$ cat src/rtl/alr_pkg.sv
package alr_pkg;
  typedef enum logic [1:0] {
    SEL_COARSE = 2'd0,
    SEL_HIGH   = 2'd1,
    SEL_LOW    = 2'd2,
    SEL_COMB   = 2'd3
  } rd_sel_e;
endpackage

$ cat src/rtl/alr_ratio.sv
module alr_ratio #(
  parameter int ANG_W  = 24,
  parameter int FRAC_W = 8,
  parameter int MAX_K  = 8,
  parameter int KW     = 4
) (
  input  logic             clk,
  input  logic             rst,
  input  logic [KW-1:0]    k_in,
  output logic [KW-1:0]    k_eff,
  output logic             ratio_chg,
  output logic [ANG_W-1:0] mask
);
  logic [KW-1:0] k_q;

  assign k_eff     = (k_in > KW'(MAX_K)) ? KW'(MAX_K) : k_in;
  assign ratio_chg = (k_eff != k_q);

  always_ff @(posedge clk) begin
    if (rst) k_q <= '0;
    else     k_q <= k_eff;
  end

  for (genvar i = 0; i < ANG_W; i++) begin : g_mask
    if (i >= FRAC_W) begin : g_full
      assign mask[i] = 1'b1;
    end else begin : g_frac
      localparam logic [KW-1:0] NEED = KW'(FRAC_W - i);
      assign mask[i] = (k_eff >= NEED);
    end
  end
endmodule

$ cat src/rtl/alr_snap.sv
module alr_snap #(
  parameter int WORD_W = 16
) (
  input  logic              clk,
  input  logic              rst,
  input  logic              cap,
  input  logic              clr,
  input  logic [WORD_W-1:0] hi_live,
  output logic [WORD_W-1:0] hi_out
);
  logic [WORD_W-1:0] snap_q;
  logic              snap_v;

  always_ff @(posedge clk) begin
    if (rst) begin
      snap_q <= '0;
      snap_v <= 1'b0;
    end else if (cap) begin
      snap_q <= hi_live;
      snap_v <= 1'b1;
    end else if (clr) begin
      snap_v <= 1'b0;
    end
  end

  assign hi_out = snap_v ? snap_q : hi_live;

  // a held capture stays put until the next capture
  assert_snap_hold_R2: assert property (@(posedge clk) disable iff (rst)
    (snap_v && !cap) |=> $stable(snap_q));

  // a ratio change without a capture leaves nothing held
  assert_snap_drop_R8: assert property (@(posedge clk) disable iff (rst)
    (clr && !cap) |=> !snap_v);
endmodule

$ cat src/rtl/angle_read_latch.sv
module angle_read_latch #(
  parameter int ANG_W  = 24,
  parameter int WORD_W = 16,
  parameter int BUS_W  = 32,
  parameter int MAX_K  = 8,
  localparam int KW    = $clog2(MAX_K + 1)
) (
  input  logic              clk,
  input  logic              rst,
  input  logic [ANG_W-1:0]  fine_angle,
  input  logic [WORD_W-1:0] coarse_angle,
  input  logic [KW-1:0]     ratio_exp,
  input  logic              rd_en,
  input  logic [1:0]        rd_sel,
  output logic [BUS_W-1:0]  rd_data,
  output logic              rd_valid
);
  import alr_pkg::*;

  localparam int FRAC_W = ANG_W - WORD_W;
  localparam int LO_SH  = WORD_W - FRAC_W;
  localparam int CB_SH  = BUS_W - ANG_W;

  logic [KW-1:0]     k_eff;
  logic              ratio_chg;
  logic [ANG_W-1:0]  mask;
  logic [ANG_W-1:0]  angle_m;
  logic [WORD_W-1:0] hi_word;
  logic [WORD_W-1:0] lo_word;
  logic [BUS_W-1:0]  comb_word;
  logic [BUS_W-1:0]  next_data;
  logic              take_snap;
  rd_sel_e           sel;

  assign sel = rd_sel_e'(rd_sel);

  alr_ratio #(.ANG_W(ANG_W), .FRAC_W(FRAC_W), .MAX_K(MAX_K), .KW(KW)) u_ratio (
    .clk(clk), .rst(rst), .k_in(ratio_exp),
    .k_eff(k_eff), .ratio_chg(ratio_chg), .mask(mask)
  );

  assign take_snap = rd_en && (sel == SEL_LOW);

  alr_snap #(.WORD_W(WORD_W)) u_snap (
    .clk(clk), .rst(rst), .cap(take_snap), .clr(ratio_chg),
    .hi_live(fine_angle[ANG_W-1:FRAC_W]), .hi_out(hi_word)
  );

  assign angle_m   = fine_angle & mask;
  assign lo_word   = WORD_W'(angle_m[FRAC_W-1:0]) << LO_SH;
  assign comb_word = BUS_W'(angle_m) << CB_SH;

  always_comb begin
    unique case (sel)
      SEL_COARSE: next_data = BUS_W'(coarse_angle);
      SEL_HIGH:   next_data = BUS_W'(hi_word);
      SEL_LOW:    next_data = BUS_W'(lo_word);
      default:    next_data = comb_word;
    endcase
  end

  always_ff @(posedge clk) begin
    if (rst) begin
      rd_data  <= '0;
      rd_valid <= 1'b0;
    end else begin
      rd_valid <= rd_en;
      if (rd_en) rd_data <= next_data;
    end
  end

  // one valid pulse per read strobe
  assert_valid_R1: assert property (@(posedge clk) disable iff (rst)
    rd_en |=> rd_valid);
  assert_idle_R1: assert property (@(posedge clk) disable iff (rst)
    !rd_en |=> (!rd_valid && $stable(rd_data)));

  // at ratio 1 the lower word is all zero
  assert_lo_k0_R3: assert property (@(posedge clk) disable iff (rst)
    (rd_en && sel == SEL_LOW && k_eff == '0) |=> (rd_data == '0));

  // combined view pads its low byte with zero
  assert_comb_pad_R5: assert property (@(posedge clk) disable iff (rst)
    (rd_en && sel == SEL_COMB) |=> (rd_data[CB_SH-1:0] == '0));

  // coarse view passes the coarse angle through
  assert_coarse_R6: assert property (@(posedge clk) disable iff (rst)
    (rd_en && sel == SEL_COARSE) |=> (rd_data == BUS_W'($past(coarse_angle))));
endmodule

$ cat config.mk
export PLATFORM = sky130hd
export DESIGN_NAME = angle_read_latch
export DESIGN_NICKNAME = d
export VERILOG_FILES = /design/src/rtl/alr_pkg.sv /design/src/rtl/alr_ratio.sv /design/src/rtl/alr_snap.sv /design/src/rtl/angle_read_latch.sv
export SDC_FILE = /design/constraint.sdc
export NUM_CORES = 1
export LEC_CHECK = 0
export ABC_AREA = 1
export BUFFER_PORTS_ARGS = -buffer_cell sky130_fd_sc_hd__buf_4
export CORE_MARGIN = 4
export CORE_UTILIZATION = 35
export DETAILED_ROUTE_END_ITERATION = 10
export MAX_ROUTING_LAYER = met4
export PLACE_DENSITY_LB_ADDON = 0.2
export SETUP_SLACK_MARGIN = 0.05
export SYNTH_ARGS = -nofsm -noshare
export SYNTH_HDL_FRONTEND = slang
export SYNTH_SLANG_ARGS = --single-unit
$ cat constraint.sdc
create_clock -name clk -period 1.6 [get_ports clk]
set_clock_uncertainty 0.2 [all_clocks]
set_input_delay 0.32 -clock clk [delete_from_list [all_inputs] [get_ports clk]]
set_output_delay 0.32 -clock clk [all_outputs]
set_load 0.02 [all_outputs]
==> metrics.cfg <==
[status]
status = finished clean

[clocking]
cts_buffers = 5
cts_hold_buf = 0
path_clk_slew_ns = 0.10
htreeDepth = 2
post_cts_resized = 0
clockBufferDepth = 2
clkSinkCount = 54
insertion_delay_ns = 0.31
postCtsSetupBuffers = 0
clockRootBuffer = clkbuf_8
cts_tree = done

[yosys]
postSynthAreaPerCell_um2 = 7.22
yosys.area.top_type = dfxtp_1
syn_area_mm2 = 0.00231
ys_ff_latch = 54
synth.most_common_cell = nor2_1
syn-num-nets = 369
synth_top_cells_by_count = nor2_1, dfxtp_1, nand2_1
ys_seq_area_share_pct = 46.8
synthArstFlopShare_pct = 0
yosys_warnings = 0
synthFlopType = dfxtp_1
ys_types = 20
synth_edf_count = 0
synth_top_area_share_pct = 46.8
synth_area_leaders = dfxtp_1, nor2_1, o21ai_0, a21oi_1, nand2_1
syn_inst = 320

[power_and_ir_drop]
p_leak_nw = 1.45
ir_worst_vdd_mv = 0.809
power_density_mw_per_mm2 = 893

[cells_and_area]
fillCellCount = 649
synthToLayoutAreaGrowth_pct = 36.9
drive_above_1_share_pct = 27.2
antennaDiodeCount = 0
final_cells = 481
multi_input_area_mm2 = 0.00104
num-nets-final = 452
area.sequential_mm2 = 0.00108
postLayoutCoreUtil_pct = 49.5

[routing]
dr.pass1.iters = 5
drt-initial-drc-count = 176
routedWlPerCell_um = 13.8
drc = 0
num_vias = 2399
route.top_layer_used = met4
dr_wl_met3_um = 496
route.met2.wl_um = 2910
viasPerCell = 4.99
drtAntennaViolNets = 0
wl_met1_um = 3150
drt-total-wl_um = 6620

[placed_design]
dpl_worst_slack_ns = 0.0302
dp_hpwl_um = 4960
io_buffers = 81
placed_cells = 473
gp_congestion = 0.834

[setup_path]
worstPathMaxFanout = 21
cp-start-kind = flip-flop
worstPathArrival_ns = 1.41
critPathKind = flip-flop to flip-flop
timing.rr.start = u_snap.snap_v$_SDFFE_PP0P_
cp-end-kind = flip-flop
crit_required_ns = 1.60
reg2regPathDepth = 6
timing.rr.end = rd_data[10]$_SDFFE_PP0P_
r2r_setup_slack_ns = 0.19

[sta]
tightest_slew_ns = 0.435
setup_ws_ns = 0.187
finalCriticalPeriod_ns = 1.41
tns_ns = 0
finalHoldViolCount = 0
setup_viol_count_final = 0
fmax_mhz = 708
slew_viol_final = 0
min_period_over_period_pct = 88.3
relSlewSlack_pct = 70.9
rsz0062_at_grt = no

[hold_path]
holdPathStages = 3
min_to = rd_data[21]$_SDFFE_PP0P_
min_from = fine_angle[13]
min_path_type = input port to flip-flop

[floorplanning]
die_w_um = 89.2
dieHeight_um = 89.2
initial_core_util_pct = 36.2
dieArea_mm2 = 0.00796
placementRows = 29
design.core.area_mm2 = 0.00639
pin_count = 82

[global_routing]
grt_util_all_layers_pct = 17.7
grt_max_degree = 24
first_global_vias = 2221
overflow = 0
antenna_found_initial = 0
grt_first_pass_wirelength_um = 10700

[job]
max-cap-violations = 0

[layout make-up]
cell class | instances | share of cell area (%)
flip-flops and latches | 54 | 34.2
multi-input cells | 219 | 33.0
repair buffers | 94 | 22.7
inverters | 29 | 3.44
well taps | 77 | 3.05
clock buffers | 5 | 2.18
clock inverters | 3 | 1.42
[flip-flops by register name, indices dropped and copies added (netlist names)]
signal,flops
rd_valid,1
u_snap.snap_q,16
u_ratio.k_q,4
rd_data,32
u_snap.snap_v,1
[placed cells by master (no fill, tap or decap), types with 2 or more instances in the layout]
master | netlist | layout
o21ai_0 | 39 | 38
nand3_1 | 6 | 6
dfxtp_1 | 54 | 54
buf_4 | 0 | 93
clkinvlp_4 | 0 | 2
a31oi_1 | 4 | 4
clkbuf_8 | 0 | 5
o21ai_1 | 3 | 4
nand2_1 | 45 | 45
a21oi_1 | 38 | 38
inv_1 | 24 | 24
a22oi_1 | 17 | 17
inv_2 | 5 | 5
nor2_1 | 58 | 58
a32oi_1 | 2 | 2
nand4_1 | 2 | 2
[report_power, final]
part           switching (W)  internal, W  total, W  leakage, nW
combinational       0.000257     0.000209  0.000465        0.960
sequential         0.0000298      0.00141   0.00143        0.442
clock               0.000458     0.000466  0.000924       0.0504
total               0.000745      0.00208   0.00282         1.45
[layer usage]
| metal | GRT usage (%) | up-vias |
|---|---|---|
| met5 | - | - |
| met4 | 4.47 | 0 |
| met3 | 3.59 | 5 |
| met2 | 25.8 | 84 |
| met1 | 25.0 | 1077 |
| li1 | - | 1233 |
[through the flow]
step	hold slack (ns)	area, um^2	power [W]
4_1_cts	0.0510	3160	0.00285
3_3_place_gp	0.250	3050	0.00193
3_5_place_dp	0.262	3050	0.00193
5_1_grt	0.0688	3160	0.00297
2_1_floorplan	0.240	2310	0.00169
6_report	0.0559	3160	0.00282
[how the worst max path moves through the flow]
stage | from | to | slack [ns] | cells past startpoint
after floorplan | ratio_exp[3] | u_snap.snap_v$_SDFFE_PP0P_ | 0.25 | 7
after global placement | rd_sel[1] | rd_data[8]$_SDFFE_PP0P_ | 0.06 | 6
after detailed placement | rd_sel[1] | rd_data[8]$_SDFFE_PP0P_ | 0.03 | 6
after CTS | u_snap.snap_v$_SDFFE_PP0P_ | rd_data[10]$_SDFFE_PP0P_ | 0.14 | 6
after global routing | u_snap.snap_v$_SDFFE_PP0P_ | rd_data[8]$_SDFFE_PP0P_ | 0.08 | 6
final | u_snap.snap_v$_SDFFE_PP0P_ | rd_data[10]$_SDFFE_PP0P_ | 0.19 | 6
[worst max-delay path, cell delays in order, from the launching register on]
cell and delay (ns):
dfxtp_1 0.36, inv_1 0.04, buf_4 0.20, o21ai_0 0.17, a21oi_1 0.06, o21ai_1 0.19, a21oi_1 0.09
[cell families after synthesis]
group | Yosys count | share of synthesized area (%)
DFF | 54 | 46.8
AOI/OAI and AO/OA | 105 | 25.4
buffers and inverters | 47 | 8.02
and+or+nand+nor | 114 | 19.8
Note: power is estimated with default switching activity, not from simulation.
